[src/rtl/rtc_irq_pkg.sv]
package rtc_irq_pkg;
  localparam int N_ALARM  = 2;
  localparam int STAT_W   = 8;
  localparam int CTRL_W   = N_ALARM + 1;
  localparam int HALT_BIT = STAT_W - 1;
  localparam int MODE_BIT = N_ALARM;

  typedef enum logic {
    SEL_CTRL = 1'b0,
    SEL_STAT = 1'b1
  } reg_sel_t;

  // sticky bit update: a hardware set outranks a software clear
  function automatic logic sticky_next(input logic cur, input logic set, input logic clr);
    if (set)      return 1'b1;
    else if (clr) return 1'b0;
    else          return cur;
  endfunction

  // any enabled flag requests service
  function automatic logic irq_request(input logic [N_ALARM-1:0] flags,
                                       input logic [N_ALARM-1:0] enables);
    return |(flags & enables);
  endfunction

  function automatic logic [STAT_W-1:0] pack_status(input logic halt_flag,
                                                     input logic [N_ALARM-1:0] flags);
    logic [STAT_W-1:0] s;
    s = '0;
    s[HALT_BIT] = halt_flag;
    s[N_ALARM-1:0] = flags;
    return s;
  endfunction
endpackage

[src/rtl/rtc_ctrl_reg.sv]
module rtc_ctrl_reg
  import rtc_irq_pkg::*;
#(
  parameter int W = CTRL_W
) (
  input  logic         clk,
  input  logic         rst_n,
  input  logic         we_i,
  input  logic [W-1:0] d_i,
  output logic [W-1:0] q_o
);
  always_ff @(posedge clk or negedge rst_n) begin
    if (!rst_n)    q_o <= '0;
    else if (we_i) q_o <= d_i;
  end
endmodule

[src/rtl/rtc_alarm_flags.sv]
module rtc_alarm_flags
  import rtc_irq_pkg::*;
#(
  parameter int N = N_ALARM
) (
  input  logic         clk,
  input  logic         rst_n,
  input  logic [N-1:0] match_i,
  input  logic [N-1:0] clr_i,
  output logic [N-1:0] flag_o
);
  for (genvar i = 0; i < N; i++) begin : g_flag
    always_ff @(posedge clk or negedge rst_n) begin
      if (!rst_n) flag_o[i] <= 1'b0;
      else        flag_o[i] <= sticky_next(flag_o[i], match_i[i], clr_i[i]);
    end
  end
endmodule

[src/rtl/rtc_osc_watch.sv]
module rtc_osc_watch
  import rtc_irq_pkg::*;
(
  input  logic clk,
  input  logic rst_n,
  input  logic halt_i,
  input  logic clr_i,
  output logic flag_o,
  output logic rise_o
);
  logic halt_q;

  assign rise_o = halt_i & ~halt_q;

  always_ff @(posedge clk or negedge rst_n) begin
    if (!rst_n) begin
      halt_q <= 1'b0;
      flag_o <= 1'b1;
    end else begin
      halt_q <= halt_i;
      flag_o <= sticky_next(flag_o, rise_o, clr_i);
    end
  end
endmodule

[src/rtl/rtc_pin_mux.sv]
module rtc_pin_mux
  import rtc_irq_pkg::*;
#(
  parameter int N = N_ALARM
) (
  input  logic [N-1:0] flag_i,
  input  logic [N-1:0] en_i,
  input  logic         irq_mode_i,
  input  logic         sq_wave_i,
  output logic         irq_req_o,
  output logic         pin_n_o
);
  assign irq_req_o = irq_request(flag_i, en_i);
  assign pin_n_o   = irq_mode_i ? ~irq_req_o : sq_wave_i;
endmodule

[src/rtl/rtc_alarm_irq.sv]
module rtc_alarm_irq
  import rtc_irq_pkg::*;
(
  input  logic              clk,
  input  logic              rst_n,
  input  logic              match_a1_i,
  input  logic              match_a2_i,
  input  logic              osc_halt_i,
  input  logic              sq_wave_i,
  input  logic              reg_we_i,
  input  logic              reg_sel_i,
  input  logic [STAT_W-1:0] reg_wdata_i,
  output logic [CTRL_W-1:0] ctrl_o,
  output logic [STAT_W-1:0] status_o,
  output logic              irq_pin_n_o
);
  logic               ctrl_we, stat_we;
  logic [N_ALARM-1:0] match_vec, clr_vec, alarm_flags;
  logic               halt_flag, halt_rise, irq_req;
  logic               unused_rsvd;

  assign ctrl_we   = reg_we_i && (reg_sel_t'(reg_sel_i) == SEL_CTRL);
  assign stat_we   = reg_we_i && (reg_sel_t'(reg_sel_i) == SEL_STAT);
  assign match_vec = {match_a2_i, match_a1_i};
  assign clr_vec   = {N_ALARM{stat_we}} & ~reg_wdata_i[N_ALARM-1:0];
  assign unused_rsvd = ^reg_wdata_i[HALT_BIT-1:CTRL_W];

  rtc_ctrl_reg #(.W(CTRL_W)) u_ctrl (
    .clk(clk), .rst_n(rst_n), .we_i(ctrl_we),
    .d_i(reg_wdata_i[CTRL_W-1:0]), .q_o(ctrl_o)
  );

  rtc_alarm_flags #(.N(N_ALARM)) u_flags (
    .clk(clk), .rst_n(rst_n), .match_i(match_vec),
    .clr_i(clr_vec), .flag_o(alarm_flags)
  );

  rtc_osc_watch u_osc (
    .clk(clk), .rst_n(rst_n), .halt_i(osc_halt_i),
    .clr_i(stat_we & ~reg_wdata_i[HALT_BIT]),
    .flag_o(halt_flag), .rise_o(halt_rise)
  );

  rtc_pin_mux #(.N(N_ALARM)) u_pin (
    .flag_i(alarm_flags), .en_i(ctrl_o[N_ALARM-1:0]),
    .irq_mode_i(ctrl_o[MODE_BIT]), .sq_wave_i(sq_wave_i),
    .irq_req_o(irq_req), .pin_n_o(irq_pin_n_o)
  );

  assign status_o = pack_status(halt_flag, alarm_flags);
endmodule

[config.mk]
export PLATFORM = sky130hd
export DESIGN_NAME = rtc_alarm_irq
export DESIGN_NICKNAME = d
export VERILOG_FILES = /design/src/rtl/rtc_irq_pkg.sv /design/src/rtl/rtc_ctrl_reg.sv /design/src/rtl/rtc_alarm_flags.sv /design/src/rtl/rtc_osc_watch.sv /design/src/rtl/rtc_pin_mux.sv /design/src/rtl/rtc_alarm_irq.sv
export SDC_FILE = /design/constraint.sdc
export NUM_CORES = 1
export LEC_CHECK = 0
export ABC_AREA = 1
export BUFFER_PORTS_ARGS = -buffer_cell sky130_fd_sc_hd__buf_2
export CORE_AREA = 8 8 45 47
export DETAILED_ROUTE_END_ITERATION = 7
export DIE_AREA = 0 0 53 55
export PLACE_DENSITY_LB_ADDON = 0.1
export SLEW_MARGIN = 20
export SYNTH_ARGS = -nofsm -noshare
export SYNTH_HDL_FRONTEND = slang
export SYNTH_SLANG_ARGS = --single-unit
[constraint.sdc]
create_clock -name clk -period 0.8 [get_ports clk]
set_input_delay 0.04 -clock clk [delete_from_list [all_inputs] [get_ports clk]]
set_output_delay 0.04 -clock clk [all_outputs]
set_load 0.005 [all_outputs]
==> qor.json <==
{
  "outcome": {
    "status": "finished, violations left",
    "violations": "setup timing"
  },
  "worst_setup_path": {
    "data_required_time_at_the_worst_endpoint_ps": 760,
    "arrival_ps": 940,
    "timing.critical_path.cells": "nand2_1 > nand3_1 > nand2_1 > buf_2",
    "critPathKind": "register to output pin",
    "critPathMostFrequentCell": "sky130_fd_sc_hd__nand2_1",
    "crit_path_max_incr_delay_ps": 390,
    "worst_setup_path_start_kind": "register",
    "slowest_stage": "sky130_fd_sc_hd__dfrtp_1",
    "worstPathMaxFanout": 3,
    "type_of_element_capturing_the_critical_path": "output pin"
  },
  "placed_design": {
    "placement.io_buffers": 18,
    "place.gp.congestion": 0.633,
    "placedCellCount": 77,
    "hpwlAfterDp_um": 698
  },
  "floorplanning": {
    "core_area_um2": 1380,
    "floorplan.rows": 14,
    "die-width_um": 53,
    "io-pin-count": 28,
    "die_h_um": 55,
    "initial_core_util_pct": 26.0,
    "fp.dieArea_um2": 2920
  },
  "power_and_ir_drop": {
    "total_power_per_unit_cell_area_nw_per_um2": 1740,
    "p_leak_uw": 0.000315,
    "worst_ir_drop_vdd_v": 0.000828
  },
  "synth": {
    "ys_types": 10,
    "yosysWarningCount": 0,
    "postSynthCellCount": 46,
    "yosys_register_bits": 7,
    "synth_sequential_area_ratio_pct": 49.0,
    "synthesis.area_um2": 360,
    "avgSynthCellArea_um2": 7.83
  },
  "global_routing": {
    "grt_overflow": 0,
    "grt_antenna_before_repair": 0,
    "globalRouteTotalUtil_pct": 6.75,
    "first_global_vias": 377,
    "grt_first_pass_wirelength_um": 1430,
    "largest_net_degree_at_the_start_of_global_routing": 8
  },
  "sta": {
    "grt_setup_unrepaired": "true",
    "report.final.hold_viol_count": 0,
    "final-setup-viol-count": 7,
    "max_clock_freq_ghz": 1.02,
    "setup_total_negative_slack_ps": -529,
    "final_max_slew_viol_count": 0,
    "final_period_minus_worst_setup_slack_ps": 980,
    "setup_ws_ps": -180,
    "fin_skew_ps": 0.626,
    "final_min_period_over_clock_period_pct": 123
  },
  "clock_network": {
    "cts.sinks": 7,
    "insertion_delay_of_the_later_clocked_pin_in_the_worst_skew_pair_ps": 250,
    "cts_inserted_buffers": 3,
    "clock-root-buffer": "sky130_fd_sc_hd__clkbuf_4",
    "htree_levels": 1,
    "tritoncts": "yes",
    "cts.path.max_buffers": 2,
    "clk_transition_reported_paths_ps": 50
  },
  "routing": {
    "routedWlPerCell_um": 10.2,
    "drtIter0Drc": 3,
    "vias_per_cell": 3.90,
    "vias": 343,
    "ant_nets": 0,
    "drc": 0,
    "firstDrtPassIters": 4,
    "route.final.wire_length_um": 896
  },
  "final_layout": {
    "antennaDiodeCount": 0,
    "layout_common_cells": "16 x sky130_fd_sc_hd__buf_2, 15 x sky130_fd_sc_hd__nand2_1, 7 x sky130_fd_sc_hd__inv_1",
    "final-seq-area_um2": 176,
    "layout.filler_cells": 163,
    "synth_to_layout_area_growth_pct": 49.3,
    "layout.cells.most_common": "sky130_fd_sc_hd__buf_2",
    "layout_cells_sized_above_1_pct": 37.5,
    "design.final.nets": 89,
    "post_layout_nonfiller_instances": 88,
    "multiInputGateArea_um2": 116
  },
  "flow_run": {
    "cap_viol_max_count": 0
  },
  "min_path": {
    "hold_class": "input pin to register"
  }
}
## Yosys cell counts
library cell / count / area, µm²
sky130_fd_sc_hd__conb_1: 1 / 3.75
sky130_fd_sc_hd__dfrtp_1: 6 / 150
sky130_fd_sc_hd__buf_4: 7 / 52.6
sky130_fd_sc_hd__o21ai_1: 2 / 10.0
sky130_fd_sc_hd__nand3_1: 5 / 25.0
sky130_fd_sc_hd__nand2_2: 1 / 6.26
sky130_fd_sc_hd__inv_1: 7 / 26.3
sky130_fd_sc_hd__inv_2: 1 / 3.75
sky130_fd_sc_hd__nand2_1: 15 / 56.3
sky130_fd_sc_hd__dfstp_2: 1 / 26.3
## logic make-up (layout without fill, tap and decap cells)
group / count (synthesis) / count (layout) / share of synthesized area [%]
AND/OR/NAND/NOR: 21 / 21 / 24.3
buffers and inverters: 15 / 37 / 22.9
flip-flops: 7 / 7 / 49.0
AO/OA/AOI/OAI: 2 / 2 / 2.78
other: 1 / 5 / 1.04
## worst paths after layout
check | from | end | slack (ps) | cells after the start
min | reg_wdata_i[2] | u_ctrl.q_o[2] | 30 | 3
max | u_flags.flag_o[0] | irq_pin_n_o | -180 | 4
max in group asynchronous | rst_n | u_osc.flag_o | 420 | 2
min reg2reg | u_osc.halt_q | u_osc.flag_o | 450 | 3
min in group asynchronous | rst_n | u_ctrl.q_o[2] | 160 | 2
max reg2reg | u_ctrl.q_o[1] | u_ctrl.q_o[1] | 70 | 3
## routing by layer
metal	GRT usage, %	vias to the layer above	routed length (µm)
met1	6.76	151	379
met2	10.5	14	405
li1	-	176	-
met5	0	-	0
met3	3.48	2	101
met4	5.17	0	10
## repair_timing
action,in CTS,in global routing
pin swaps,3,2
cloned,0,0
setup buffers,2,1
endpoints found under the setup margin,7,7
resized for setup,0,3
hold buffers,4,0
endpoints found under the hold margin,10,0
## critical path: cells and delay by family, from the launching register on
kind	cells	cell delay, ps
flops	1	390
simple gates	3	200
buf+inv	1	100
## flip-flops by register name, indices dropped and copies added, names as in the netlist
signal,count
u_ctrl.q_o,3
u_flags.flag_o,2
u_osc.halt_q,1
u_osc.flag_o,1
## final cells by class
class	instances	area share, %
repair buffers	25	31.4
flip-flops and latches	7	32.8
inverters	8	5.58
clock buffers	4	4.88
multi-input cells	28	21.6
well taps	16	3.72
## where the power goes
group	internal [µW]	switching, µW
clock	190	126
combinational	118	89.3
sequential	392	22.4
## stage by stage
| step | utilization [%] | hold WS [ps] | power, µW | area [µm²] | setup WS [ps] |
|---|---|---|---|---|---|
| floorplan | - | -256 | 518 | 375 | 149 |
| global placement | 31.3 | -112 | 572 | 433 | 78.1 |
| detailed placement | 31.3 | -113 | 573 | 433 | 74.3 |
| CTS | 37.2 | 19.5 | 934 | 514 | -195 |
| global route | 38.9 | 44.9 | 1020 | 538 | -246 |
| finish | 38.9 | 29.6 | 938 | 538 | -180 |
No activity file was read; power rests on OpenSTA's default activity.
